[config.mk]
export PLATFORM = sky130hd
export DESIGN_NAME = sio_port
export DESIGN_NICKNAME = d
export VERILOG_FILES = /design/src/rtl/sio_pkg.sv /design/src/rtl/sio_tx.sv /design/src/rtl/sio_rx.sv /design/src/rtl/sio_rxbuf.sv /design/src/rtl/sio_port.sv
export SDC_FILE = /design/constraint.sdc
export NUM_CORES = 1
export LEC_CHECK = 0
export ABC_AREA = 0
export BUFFER_PORTS_ARGS = -buffer_cell sky130_fd_sc_hd__buf_2
export CAP_MARGIN = 20
export CORE_MARGIN = 3
export CORE_UTILIZATION = 65
export CTS_BUF_LIST = sky130_fd_sc_hd__clkbuf_4 sky130_fd_sc_hd__clkbuf_8
export CTS_CLUSTER_DIAMETER = 40
export DETAILED_ROUTE_END_ITERATION = 6
export PLACE_DENSITY = 0.82
export RECOVER_POWER = 50
export SLEW_MARGIN = 5
export SYNTH_ARGS = -nofsm -noshare
export SYNTH_HDL_FRONTEND = slang
export SYNTH_HIERARCHICAL = 1
export SYNTH_SLANG_ARGS = --single-unit
[constraint.sdc]
create_clock -name clk -period 4.55 [get_ports clk]
set_clock_uncertainty 0.2 [all_clocks]
set_input_delay 0.455 -clock clk [delete_from_list [all_inputs] [get_ports clk]]
set_output_delay 0.455 -clock clk [all_outputs]
set_load 0.01 [all_outputs]
[src/rtl/sio_pkg.sv]
package sio_pkg;

    localparam int DATA_W = 8;
    localparam int STAT_W = 5;
    localparam int CNT_W  = 6;

    typedef enum logic [2:0] {
        PH_IDLE,
        PH_START,
        PH_DATA,
        PH_PAR,
        PH_MP,
        PH_STOP,
        PH_HOLD
    } phase_t;

    typedef struct packed {
        logic brk;
        logic ovr;
        logic ferr;
        logic perr;
        logic mp;
    } rx_stat_t;

    // last count value of one bit period
    function automatic logic [CNT_W-1:0] bit_last(input logic [1:0] sel);
        case (sel)
            2'd0:    return CNT_W'(0);
            2'd1:    return CNT_W'(15);
            2'd2:    return CNT_W'(31);
            default: return CNT_W'(63);
        endcase
    endfunction

    // last count value of half a bit period, used to reach mid-bit
    function automatic logic [CNT_W-1:0] half_last(input logic [1:0] sel);
        case (sel)
            2'd1:    return CNT_W'(7);
            2'd2:    return CNT_W'(15);
            2'd3:    return CNT_W'(31);
            default: return CNT_W'(0);
        endcase
    endfunction

    function automatic logic par_on(input logic [1:0] mode);
        return (mode == 2'd1) || (mode == 2'd2);
    endfunction

    function automatic logic par_bit(input logic [DATA_W-1:0] d, input logic [1:0] mode);
        return (mode == 2'd2) ? ~(^d) : ^d;
    endfunction

endpackage

[src/rtl/sio_tx.sv]
module sio_tx
    import sio_pkg::*;
(
    input  logic              clk,
    input  logic              rst_n,
    input  logic [1:0]        div_sel,
    input  logic [1:0]        par_mode,
    input  logic              mp_en,
    input  logic              brk_send,
    input  logic              tx_we,
    input  logic [DATA_W-1:0] tx_data,
    input  logic              tx_mp,
    output logic              txd,
    output logic              tx_busy
);

    typedef struct packed {
        phase_t            ph;
        logic [CNT_W-1:0]  cnt;
        logic [2:0]        idx;
        logic [DATA_W-1:0] sh;
        logic              par;
        logic              mp;
    } tx_state_t;

    tx_state_t q, d;

    always_comb begin
        d = q;
        if (q.ph == PH_IDLE) begin
            if (tx_we && !brk_send) begin
                d.ph  = PH_START;
                d.cnt = bit_last(div_sel);
                d.sh  = tx_data;
                d.par = par_bit(tx_data, par_mode);
                d.mp  = tx_mp;
                d.idx = 3'd0;
            end
        end else if (q.cnt != '0) begin
            d.cnt = q.cnt - CNT_W'(1);
        end else begin
            d.cnt = bit_last(div_sel);
            case (q.ph)
                PH_START: begin
                    d.ph  = PH_DATA;
                    d.idx = 3'd0;
                end
                PH_DATA: begin
                    d.sh  = {1'b0, q.sh[DATA_W-1:1]};
                    d.idx = q.idx + 3'd1;
                    if (q.idx == 3'd7) begin
                        if (par_on(par_mode)) d.ph = PH_PAR;
                        else if (mp_en)       d.ph = PH_MP;
                        else                  d.ph = PH_STOP;
                    end
                end
                PH_PAR:  d.ph = mp_en ? PH_MP : PH_STOP;
                PH_MP:   d.ph = PH_STOP;
                default: d.ph = PH_IDLE;
            endcase
        end
    end

    always_ff @(posedge clk or negedge rst_n) begin
        if (!rst_n) q <= '0;
        else        q <= d;
    end

    always_comb begin
        case (q.ph)
            PH_START: txd = 1'b0;
            PH_DATA:  txd = q.sh[0];
            PH_PAR:   txd = q.par;
            PH_MP:    txd = q.mp;
            PH_STOP:  txd = 1'b1;
            default:  txd = !brk_send;
        endcase
    end

    assign tx_busy = (q.ph != PH_IDLE);

endmodule

[src/rtl/sio_rx.sv]
module sio_rx
    import sio_pkg::*;
(
    input  logic              clk,
    input  logic              rst_n,
    input  logic [1:0]        div_sel,
    input  logic [1:0]        par_mode,
    input  logic              mp_en,
    input  logic              rxd,
    input  logic              fifo_full,
    output logic              push,
    output logic [DATA_W-1:0] push_data,
    output rx_stat_t          push_stat
);

    typedef struct packed {
        phase_t            ph;
        logic [CNT_W-1:0]  cnt;
        logic [2:0]        idx;
        logic [DATA_W-1:0] sh;
        logic              perr;
        logic              mp;
        logic              seen1;
        logic              ovr_pend;
        logic              push;
        logic [DATA_W-1:0] wdata;
        rx_stat_t          wstat;
    } rx_state_t;

    rx_state_t q, d;

    always_comb begin
        rx_stat_t st;
        logic     brk;
        st     = '0;
        brk    = 1'b0;
        d      = q;
        d.push = 1'b0;
        case (q.ph)
            PH_IDLE: begin
                if (!rxd) begin
                    d.ph    = (div_sel == 2'd0) ? PH_DATA : PH_START;
                    d.cnt   = half_last(div_sel);
                    d.idx   = 3'd0;
                    d.perr  = 1'b0;
                    d.mp    = 1'b0;
                    d.seen1 = 1'b0;
                end
            end
            PH_HOLD: begin
                if (rxd) d.ph = PH_IDLE;
            end
            default: begin
                if (q.cnt != '0) begin
                    d.cnt = q.cnt - CNT_W'(1);
                end else begin
                    d.cnt = bit_last(div_sel);
                    case (q.ph)
                        PH_START: d.ph = rxd ? PH_IDLE : PH_DATA;
                        PH_DATA: begin
                            d.sh    = {rxd, q.sh[DATA_W-1:1]};
                            d.seen1 = q.seen1 | rxd;
                            d.idx   = q.idx + 3'd1;
                            if (q.idx == 3'd7) begin
                                if (par_on(par_mode)) d.ph = PH_PAR;
                                else if (mp_en)       d.ph = PH_MP;
                                else                  d.ph = PH_STOP;
                            end
                        end
                        PH_PAR: begin
                            d.perr  = (rxd != par_bit(q.sh, par_mode));
                            d.seen1 = q.seen1 | rxd;
                            d.ph    = mp_en ? PH_MP : PH_STOP;
                        end
                        PH_MP: begin
                            d.mp    = rxd;
                            d.seen1 = q.seen1 | rxd;
                            d.ph    = PH_STOP;
                        end
                        default: begin
                            brk     = !q.seen1 && !rxd;
                            st.brk  = brk;
                            st.ferr = !rxd && !brk;
                            st.perr = q.perr && !brk;
                            st.mp   = q.mp && !brk;
                            if (fifo_full) begin
                                d.ovr_pend = 1'b1;
                            end else begin
                                st.ovr     = q.ovr_pend;
                                d.ovr_pend = 1'b0;
                                d.push     = 1'b1;
                                d.wdata    = q.sh;
                                d.wstat    = st;
                            end
                            d.ph = brk ? PH_HOLD : PH_IDLE;
                        end
                    endcase
                end
            end
        endcase
    end

    always_ff @(posedge clk or negedge rst_n) begin
        if (!rst_n) q <= '0;
        else        q <= d;
    end

    assign push      = q.push;
    assign push_data = q.wdata;
    assign push_stat = q.wstat;

endmodule

[src/rtl/sio_rxbuf.sv]
module sio_rxbuf
    import sio_pkg::*;
#(
    parameter int DEPTH = 32
) (
    input  logic              clk,
    input  logic              rst_n,
    input  logic              push,
    input  logic [DATA_W-1:0] wdata,
    input  logic [STAT_W-1:0] wstat,
    input  logic              pop,
    output logic [DATA_W-1:0] rdata,
    output logic [STAT_W-1:0] rstat,
    output logic              empty,
    output logic              full
);

    localparam int AW = $clog2(DEPTH);
    localparam logic [AW:0] FULL_CNT = (AW+1)'(DEPTH);

    typedef struct packed {
        logic [AW-1:0] wp;
        logic [AW-1:0] rp;
        logic [AW:0]   cnt;
    } ptr_t;

    ptr_t q, d;
    logic [DATA_W-1:0] dmem [DEPTH];
    logic [STAT_W-1:0] smem [DEPTH];
    logic do_push, do_pop;

    assign do_push = push && (q.cnt != FULL_CNT);
    assign do_pop  = pop && (q.cnt != '0);

    always_comb begin
        d = q;
        if (do_push) d.wp = q.wp + AW'(1);
        if (do_pop)  d.rp = q.rp + AW'(1);
        case ({do_push, do_pop})
            2'b10:   d.cnt = q.cnt + (AW+1)'(1);
            2'b01:   d.cnt = q.cnt - (AW+1)'(1);
            default: d.cnt = q.cnt;
        endcase
    end

    always_ff @(posedge clk or negedge rst_n) begin
        if (!rst_n) q <= '0;
        else        q <= d;
    end

    always_ff @(posedge clk) begin
        if (do_push) begin
            dmem[q.wp] <= wdata;
            smem[q.wp] <= wstat;
        end
    end

    assign rdata = dmem[q.rp];
    assign rstat = smem[q.rp];
    assign empty = (q.cnt == '0);
    assign full  = (q.cnt == FULL_CNT);

endmodule

[src/rtl/sio_port.sv]
module sio_port
    import sio_pkg::*;
#(
    parameter int RX_DEPTH = 32
) (
    input  logic              clk,
    input  logic              rst_n,
    input  logic [1:0]        div_sel,
    input  logic [1:0]        par_mode,
    input  logic              mp_en,
    input  logic              tx_we,
    input  logic [DATA_W-1:0] tx_data,
    input  logic              tx_mp,
    input  logic              brk_send,
    output logic              tx_busy,
    output logic              txd,
    input  logic              rxd,
    input  logic              rx_re,
    output logic [DATA_W-1:0] rx_data,
    output logic [STAT_W-1:0] rx_stat,
    output logic              rx_empty,
    output logic              rx_full
);

    logic              push;
    logic [DATA_W-1:0] push_data;
    rx_stat_t          push_stat;

    sio_tx u_tx (
        .clk      (clk),
        .rst_n    (rst_n),
        .div_sel  (div_sel),
        .par_mode (par_mode),
        .mp_en    (mp_en),
        .brk_send (brk_send),
        .tx_we    (tx_we),
        .tx_data  (tx_data),
        .tx_mp    (tx_mp),
        .txd      (txd),
        .tx_busy  (tx_busy)
    );

    sio_rx u_rx (
        .clk       (clk),
        .rst_n     (rst_n),
        .div_sel   (div_sel),
        .par_mode  (par_mode),
        .mp_en     (mp_en),
        .rxd       (rxd),
        .fifo_full (rx_full),
        .push      (push),
        .push_data (push_data),
        .push_stat (push_stat)
    );

    sio_rxbuf #(.DEPTH(RX_DEPTH)) u_buf (
        .clk   (clk),
        .rst_n (rst_n),
        .push  (push),
        .wdata (push_data),
        .wstat (push_stat),
        .pop   (rx_re),
        .rdata (rx_data),
        .rstat (rx_stat),
        .empty (rx_empty),
        .full  (rx_full)
    );

endmodule

After elaboration in Yosys (flattened, before gate mapping)
Memory sizes are Yosys's and may differ from the RTL's.
Cells that the tools add are included.
W data, S select, Z words.
{ "word_totals": {"ff_bits": 76, "latch_bits": 0, "ramBits": 416, "mem_bits_ro": 0, "inputBits": 20, "out_inout_bits": 17, "word_cells": 158, "mem_count": 2} }
{ "op_classes": {"addsub": 8, "n_mul": 0, "n_div": 0, "magnitude_cmp": 0, "eq_ne": 30, "n_shift": 0, "mux": 41, "n_bitwise": 8, "reduce_logical": 45} }
{ "mem_list": {"columns": ["memory", "words", "width", "rd", "rd_ports_with_merged_regs", "write_ports", "line_no", "source"], "rows": [
  ["u_buf.dmem", 32, 8, 1, 0, 1, "sio_rxbuf.sv:28", "logic [DATA_W-1:0] dmem [DEPTH];"],
  ["u_buf.smem", 32, 5, 1, 0, 1, "sio_rxbuf.sv:29", "logic [STAT_W-1:0] smem [DEPTH];"]
]} }
{ "op_table": {"columns": ["op", "n"], "rows": [
  ["$mux W29", 1],
  ["$mux W14", 2],
  ["$mux W3", 8],
  ["$pmux W3 S4", 2],
  ["$reduce_and A4 Y1", 6],
  ["$mux W11", 2],
  ["$mux W22", 1],
  ["$mux W20", 1],
  ["$eq A3 B3 Y1 const B", 6],
  ["$pmux W3 S2", 3],
  ["$pmux W6 S3", 1],
  ["$pmux W9 S2", 1],
  ["$reduce_bool A6 Y1", 3],
  ["$sub A6 B1 Y6 const B", 3],
  ["$reduce_xor A8 Y1", 2],
  ["$mux W15", 1],
  ["$pmux W5 S3", 1],
  ["$reduce_and A3 Y1", 5],
  ["$eq A3 B2 Y1 const B", 4],
  ["$mux W12", 1],
  ["$mux W6", 2],
  ["$pmux W6 S2", 1],
  ["$reduce_bool A2 Y1", 6],
  ["$add A5 B1 Y5 const B", 2],
  ["30 further kinds", 67]
]} }

Longest topological paths before layout
Gate-level depths: netlist of run 1.
{ "depth": {"ltp_word": 8, "ltp_mapped": 10, "depth_no_buf": 9} }

Hierarchy
Netlist of run 1, hierarchy kept.
{ "modules_own_cells": {"columns": ["mod", "n_inst", "cells_per_inst", "area_per_inst_um2", "seq_area_each_um2"], "rows": [
  ["sio_rxbuf", 1, 819, 16910.0, 12892.4],
  ["sio_rx", 1, 194, 2103.3, 950.9],
  ["sio_tx", 1, 140, 1368.8, 550.5]
]} }

Least setup slack after synthesis of run 1
Ideal clock, no wire load.
{ "synth_timing": {"path_type": "register to register", "from": "register u_buf/q[0] (netlist bit)", "to": "register u_buf/q[5] (netlist bit)", "setup_time_ps": 123, "arrival_time_ps": 3098, "t_required_ps": 4227, "slack_ps": 1129, "stages_incl_launch_ff": 11, "path_buffers": 1, "synth_period_minus_slack_ps": 3421, "cell_sequence": "dfrtp_1 or4_1 o31a_1 clkbuf_1 inv_1 ha_1 ha_1 nor4bb_1 or3_1 or3b_2 xnor2_1"} }
{ "synth_via": {"elab_chain_len": 4, "elab_cells_between_ends": 10, "classes_between": "add/sub (2); eq/ne (3); mux (1); reduce/logical (4)"} }
{ "synth_lines": {"columns": ["element", "line_no", "source"], "rows": [
  ["start, declared", "sio_rxbuf.sv:27", "ptr_t q, d;"],
  ["start signal, assigned", "sio_rxbuf.sv:47", "if (!rst_n) q <= '0;"],
  ["start signal, assigned", "sio_rxbuf.sv:48", "else q <= d;"],
  ["branches (longest 4 deep; another with $sub A6 B1 Y6)", null, null]
]} }
Several ways; the timed one is not identified.
A chain may end at the register's enable or synchronous reset.

Worst setup path in the final report of run 1
{ "layout_timing": {"from": "register u_buf/q[7] (netlist bit)", "to": "output port rx_data[0]"} }
{ "layout_via": {"elab_chain_len": 1} }
{ "layout_lines": {"columns": ["element", "line_no", "source"], "rows": [
  ["$mem_v2 Z32 W8", null, null],
  ["end, declared", "sio_port.sv:19", "output logic [DATA_W-1:0] rx_data,"]
]} }
Every way passes these cells.

==> impl_results.md, run 1 <==
- Antenna viol nets, final: 0
- Post-CTS sizing: 0
- Input/output buffers: 36
- PwrDens: 553 nW/um^2
- Endpoints failing hold: 0
- WS Path Type: reg -> out
- Synth cell count leaders: 416 x edfxtp_1, 78 x mux4_2, 76 x dfrtp_1
- Largest net degree at the start of global routing: 77
- Max_slew headroom: -0.277
- Design Area, Final: 22600 sq um
- Post-route setup TNS: 0 ps
- Leak Pwr: 7.94 nW
- Total CTS buffers: 76
- Least-Margin Pin Slew: 1920 ps
- Post-synth EDFFs: approximately 420
- Synth cell types: 74
- Setup crit end kind: output port
- Via density per instance: between 6 and 7
- Cell Area, Placed: around 21000 sq um
- Die area: 33500 sq um
- Critical Path Start Type: flop
- Worst Path Required: 3890 ps
- Die Width: 183 um
- Initial Util: 0.663
- Yosys reg bits: 492
- Io pins: 37
- Bufs on Longest Clock Path: 3
- Post-CTS setup buffers: 0
- Syn_nets: 1193
- Core box area: 30700 sq um
- DRT iter0 DRCs: between 1000 and 1500
- Share of cells above drive strength 1: 0.260
- Sinks on Clock Net: 492
- FMAX: 0.244 GHz
- Routed met2 length: 22000 um
- Share of flip-flops with an asynchronous set or reset: 0.154
- Final setup violation count: 0
- CTS tree: built
- Unrepaired setup endpoints after global routing: no
- Status: finished, violations left
- Die Ht: 183 um
- Root Buffer: clkbuf_8
- FP Rows: 64
- TritonRoute pass-1 iters: 5
- Met3 wire len: 4060 um
- Grt total ovfl: 0
- HP Class: in -> reg
- Multi-input gate area: between 5000 and 6000 sq um
- Ys Warns: 6
- Vias in the first global route: between 10000 and 15000
- Max VDD drop: a little under 0.4 mV
- Synth top area cells: edfxtp_1 61%, dfrtp_1 9.3%, mux4_2 8.6%, mux2i_1 2.7%, ha_1 1.2%
- Count leader, synth: edfxtp_1
- DP Wirelength: 25700 um
- Final WL: between 40000 and 50000 um
- M1 WL: 16900 um
- CTS HTree Levels: 3
- Synth top area share: 0.613
- Worst Path Arrival: between 3000 and 4000 ps
- # diodes: 0
- First-pass GRT wire length: roughly 67000 um
- DR DRC count: 0
- Fin nets: 1292
- Max-Cap Viols: 1
- Fill count: ~1800
- Minimum clock period: 4090 ps
- Synth Instances: around 1200
- CTS clk-pin slew, worst paths: 60 ps
- Via Count: around 11000
- Failing checks: capacitance limit, slew limit
- Highest metal used: met5
- Sequential area share after synthesis: 0.706
- Final Max Tran Viols: 77
- Top_reg_cell synth: edfxtp_1
- Final period utilization: 0.899
- Routability cong.: 0.810
- Layout Area Growth over Synthesis: 10.7%
- Total Power: 12.5 mW
- Initial antenna violation count: 1
- Drt wl/cell: ~26 um
- Mean Syn Cell Area: 17.7 sq um
- Reg area: about 14000 sq um
- Post-synth top area cell: edfxtp_1
- Clock Latency Late Sink: 590 ps
- Mapped cell area: slightly above 20000 sq um
- Total GRT Usage: 0.266
- Max FO, Critical Path: 24
layer usage:
metal,track usage,up-vias
li1,-,4833
met1,0.367,5719
met2,0.434,647
met3,0.0514,94
met4,0.0938,2
met5,0,-
placed cells by master (no fill, tap or decap), drive strengths merged, types with 4 or more instances in the layout:
master / count
buf: 81
nand2b: 6
mux2i: 54
a22oi: 15
o41ai: 5
xor2: 7
inv: 27
dfrtp: 76
a21oi: 41
or2: 5
a221o: 7
nor2: 52
o21ai: 32
nand3: 8
nand2: 35
a22o: 21
and3: 6
ha: 19
clkbuf: 122
mux2: 24
xnor2: 19
mux4: 78
nand4: 4
a211oi: 8
clkinv: 16
nor2b: 6
o22ai: 13
nand3b: 4
a2111oi: 13
o211ai: 5
nor4b: 5
nor3: 6
o221ai: 14
dlygate4sd3: 5
edfxtp: 416
or3: 6
power by group:
| group | internal, mW | switching [mW] |
|---|---|---|
| clock network | 1.94 | 1.65 |
| registers | 5.21 | 0.560 |
| logic | 1.39 | 1.74 |
| total | 8.53 | 3.95 |
cell families (layout without fill, tap and decap cells):
| logic type | count (synthesis) | in the layout | share of synthesized area |
|---|---|---|---|
| AO/OA/AOI/OAI | 201 | 201 | 0.0727 |
| XOR/XNOR | 28 | 28 | 0.0134 |
| adder cells (fa/ha/maj) | 20 | 20 | 0.0126 |
| buffers and inverters | 100 | 252 | 0.0270 |
| flip-flops | 492 | 492 | 0.706 |
| multiplexers | 156 | 156 | 0.127 |
| AND/OR/NAND/NOR | 156 | 156 | 0.0415 |
layout make-up:
type                            count  area share
Clock buffer                      109      0.0585
Sequential cell                   492       0.638
Clock inverter                     22     0.00715
Tap cell                          396      0.0220
Multi-Input combinational cell    561       0.242
Timing Repair Buffer               99      0.0290
Inverter                           22     0.00366
registers in the layout, summed over array words and instances (netlist names):
name and count:
u_buf/dmem 256, u_buf/smem 160, u_rx/q 24, u_rx/push_stat 5, u_rx/push 1, u_rx/push_data 8
u_buf/q 16, u_tx/q 22
worst max-delay path, cell delays in order (launching register included):
cell and delay [ps]:
dfrtp_1 760, buf_4 470, mux4_2 380, a22o_1 230, a2111oi_1 710, a21oi_1 100, buf_2 180
timing repair:
action,in CTS,in global routing
endpoints found under the hold margin,80,0
hold buffers,5,0
setup endpoints to repair,0,0
metrics by stage:
| step | hold WS [ps] | instances | utilization | worst slack, ps |
|---|---|---|---|---|
| after global placement | 266 | 1552 | 0.682 | 1020 |
| after floorplan | -40.6 | 1153 | - | 1130 |
| after CTS | 10.9 | 1690 | 0.733 | 463 |
| after global routing | 13.9 | 1701 | 0.734 | 361 |
| final | 41.0 | 1701 | 0.734 | 458 |
| after detailed placement | 273 | 1554 | 0.683 | 938 |
path summary, 6_finish.rpt:
kind,from,endpoint,slack (ps),depth (start not counted)
max,u_buf/q[7],rx_data[0],460,6
min in group asynchronous,rst_n,u_rx/q[27],730,2
max reg2reg,u_buf/q[0],u_buf/q[5],930,9
min reg2reg,u_tx/q[1],u_tx/q[1],280,2
max in group asynchronous,rst_n,u_buf/q[6],2040,2
min,tx_data[3],u_tx/q[5],40,3
(Power assumes the default switching activity.)
==> run 2: changes to the inputs <==
CORE_UTILIZATION = 62   (was 65)
CTS_BUF_LIST = default   (was sky130_fd_sc_hd__clkbuf_4 sky130_fd_sc_hd__clkbuf_8)
CTS_CLUSTER_DIAMETER = 30   (was 40)
PLACE_DENSITY = 0.79   (was 0.82)
SLEW_MARGIN = 20   (was 5)
==> impl_results.md, run 2 (synthesized netlist as in run 1, its figures left out) <==
- Initial Util: 0.638 (-0.0251)
- First-pass GRT wire length: 72600 um (+8.0%)
- Final WL: 47200 um (+6.9%)
- DRT iter0 DRCs: 1268 (-6.6%)
- Hold Crit Start: tx_data[1]
- Via Count: 11564 (+2.4%)
- Minimum clock period: 4040 ps (-55.9 ps)
- # diodes: 0 (unchanged)
- Reg-to-Reg End: u_buf/q[5]
- Max FO, Critical Path: 32 (+33%)
- Clock power frac: 0.420 (+0.133)
- Max reg flops: 256 (unchanged)
- Die area: 35100 sq um (+4.7%)
- Failing checks: capacitance limit, slew limit
- Int Power: 10.7 mW (+25%)
- Fin cells: 1763 (+3.6%)
- Grt total ovfl: 0 (unchanged)
- Total CTS buffers: 88 (+16%)
- Reg2reg setup slack: 890 ps (-40 ps)
- Register share of total power: 0.381 (-0.081)
- Sw Share: 0.309 (-0.00719)
- Comb pwr share: 0.199 (-0.052)
- Max-Cap Viols: 1 (unchanged)
- Core box area: 32000 sq um (+3.9%)
- Pre-CTS setup slack: 921 ps (-17.2 ps)
- Crit path from: u_buf/q[6]
- DP Wirelength: 25200 um (-2.2%)
- WS Path Type: reg -> out
- Routability cong.: 0.840 (+3.6%)
- CTS HTree Levels: 3 (unchanged)
- Unrepaired setup endpoints after global routing: no
- Biggest regs: u_buf/dmem: 256 flops, u_buf/smem: 160 flops, u_rx/q: 24 flops
- Root Buffer: clkbuf_16
- Drt wl/cell: 26.8 um (+3.1%)
- TritonRoute pass-1 iters: 5 (unchanged)
- Status: finished, violations left
- Worst Path Arrival: 3380 ps (-60 ps)
- Largest net degree at the start of global routing: 77 (unchanged)
- Worst Path Required: 3890 ps (about the same)
- Io pins: 37 (unchanged)
- Clock Latency Late Sink: 600 ps (about the same)
- CTS clk-pin slew, worst paths: 50 ps (about the same)
- Core Util, Final: 0.754 (+0.0202)
- HP Class: in -> reg
- DR DRC count: 0 (unchanged)
- Via density per instance: 6.56 (-1.2%)
- CTS tree: built
- Commonest non-fill, non-tap cell in the layout: edfxtp_1
- Bufs on Longest Clock Path: 3 (unchanged)
- Hold depth: 3 (unchanged)
- Sinks on Clock Net: 492 (unchanged)
- Switching pwr: 4.76 mW (+21%)
- Max_slew headroom: -0.259 (+0.0176)
- Worst R2R Start: u_buf/q[0]
- Final period utilization: 0.887 (-0.0123)
- Leak Pwr: 8.59 nW (+8.2%)
- Fin nets: 1294 (+0.15%)
- Setup crit end kind: output port
- Final Max Tran Viols: 77 (unchanged)
- Reg with most FFs: u_buf/dmem
- Hold_ws: 26.4 ps (-14.6 ps)
- Cell Area, Placed: 21000 sq um (+0.13%)
- Total GRT Usage: 0.273 (+0.00728)
- Reg2Reg Depth: 9 (unchanged)
- Vias in the first global route: 11949 (+3.6%)
- Share of cells above drive strength 1: 0.282 (+0.0219)
- Die Width: 187 um (+2.3%)
- Layout Area Growth over Synthesis: 18.2%
- Final setup violation count: 0 (unchanged)
- Die Ht: 187 um (+2.3%)
- Post-route setup TNS: 0 ps (unchanged)
- Total Power: 15.4 mW (+24%)
- Placed insts: 1595 (+2.6%)
- Input/output buffers: 36 (unchanged)
- PwrDens: 640 nW/um^2 (+16%)
- FP Rows: 65 (+1.6%)
- Antenna viol nets, final: 0 (unchanged)
- Initial antenna violation count: 1 (unchanged)
- FMAX: 0.248 GHz (+1.4%)
- Design Area, Final: 24100 sq um (+6.8%)
- Endpoints failing hold: 0 (unchanged)
- Least-Margin Pin Slew: 1890 ps (-26.5 ps)
- Leading cell types in the layout, fill and taps excluded: 416 x edfxtp_1, 89 x clkbuf_16, 78 x mux4_2
- Critical Path Start Type: flop
- Worst Hold Path EP: u_tx/q[3]
- Max VDD drop: 0.466 mV (+21%)
- Worst setup margin: 514 ps (+55.9 ps)
[run 2: worst max-delay path by stage]
stage,slack [ps],end,depth (start not counted)
2_1_floorplan,1130,u_buf/q[5],10
3_3_place_gp,1030,u_buf/q[5],9
3_5_place_dp,920,u_buf/q[5],9
4_1_cts,440,rx_stat[4],5
5_1_grt,360,rx_data[0],5
6_report,510,rx_stat[4],5
[run 2: timing repair]
| action | CTS | global route |
|---|---|---|
| buffers inserted | 0 | 0 |
| gates resized for setup | 0 | 0 |
| hold endpoints to repair | 79 | 0 |
| endpoints found under the setup margin | 0 | 0 |
| hold buffers | 4 | 0 |
[run 2: area by class of cell]
class                   count  area, sq um
flip-flops and latches    492        14400
clock inverters            71          766
inverters                  22         82.6
multi-input cells         561         5450
repair buffers             89          588
clock buffers              93         2260
well taps                 435          544
fillers                  1759         7870
[run 2: power by group through the flow]
stage	clock, mW	combinational [mW]	sequential, mW
after floorplan	0	2.61	5.43
after global placement	0	2.93	5.92
after detailed placement	0	3.00	5.94
after CTS	6.55	3.07	5.87
after global routing	6.79	3.30	5.94
final	6.47	3.07	5.87
[run 2: worst max-delay path, stage by stage (launching register included)]
cell       delay (ps)
dfrtp_4           810
buf_4             470
mux4_2            540
a2111oi_1         650
a21oi_1           120
buf_2             180
[run 2: routing by layer]
| metal | share of wire | up-vias | global-route usage |
|---|---|---|---|
| met5 | 0.00028 | - | 0 |
| met4 | 0.031 | 2 | 0.0931 |
| met2 | 0.49 | 660 | 0.445 |
| met1 | 0.39 | 5914 | 0.373 |
| met3 | 0.089 | 121 | 0.0588 |
| li1 | - | 4867 | - |
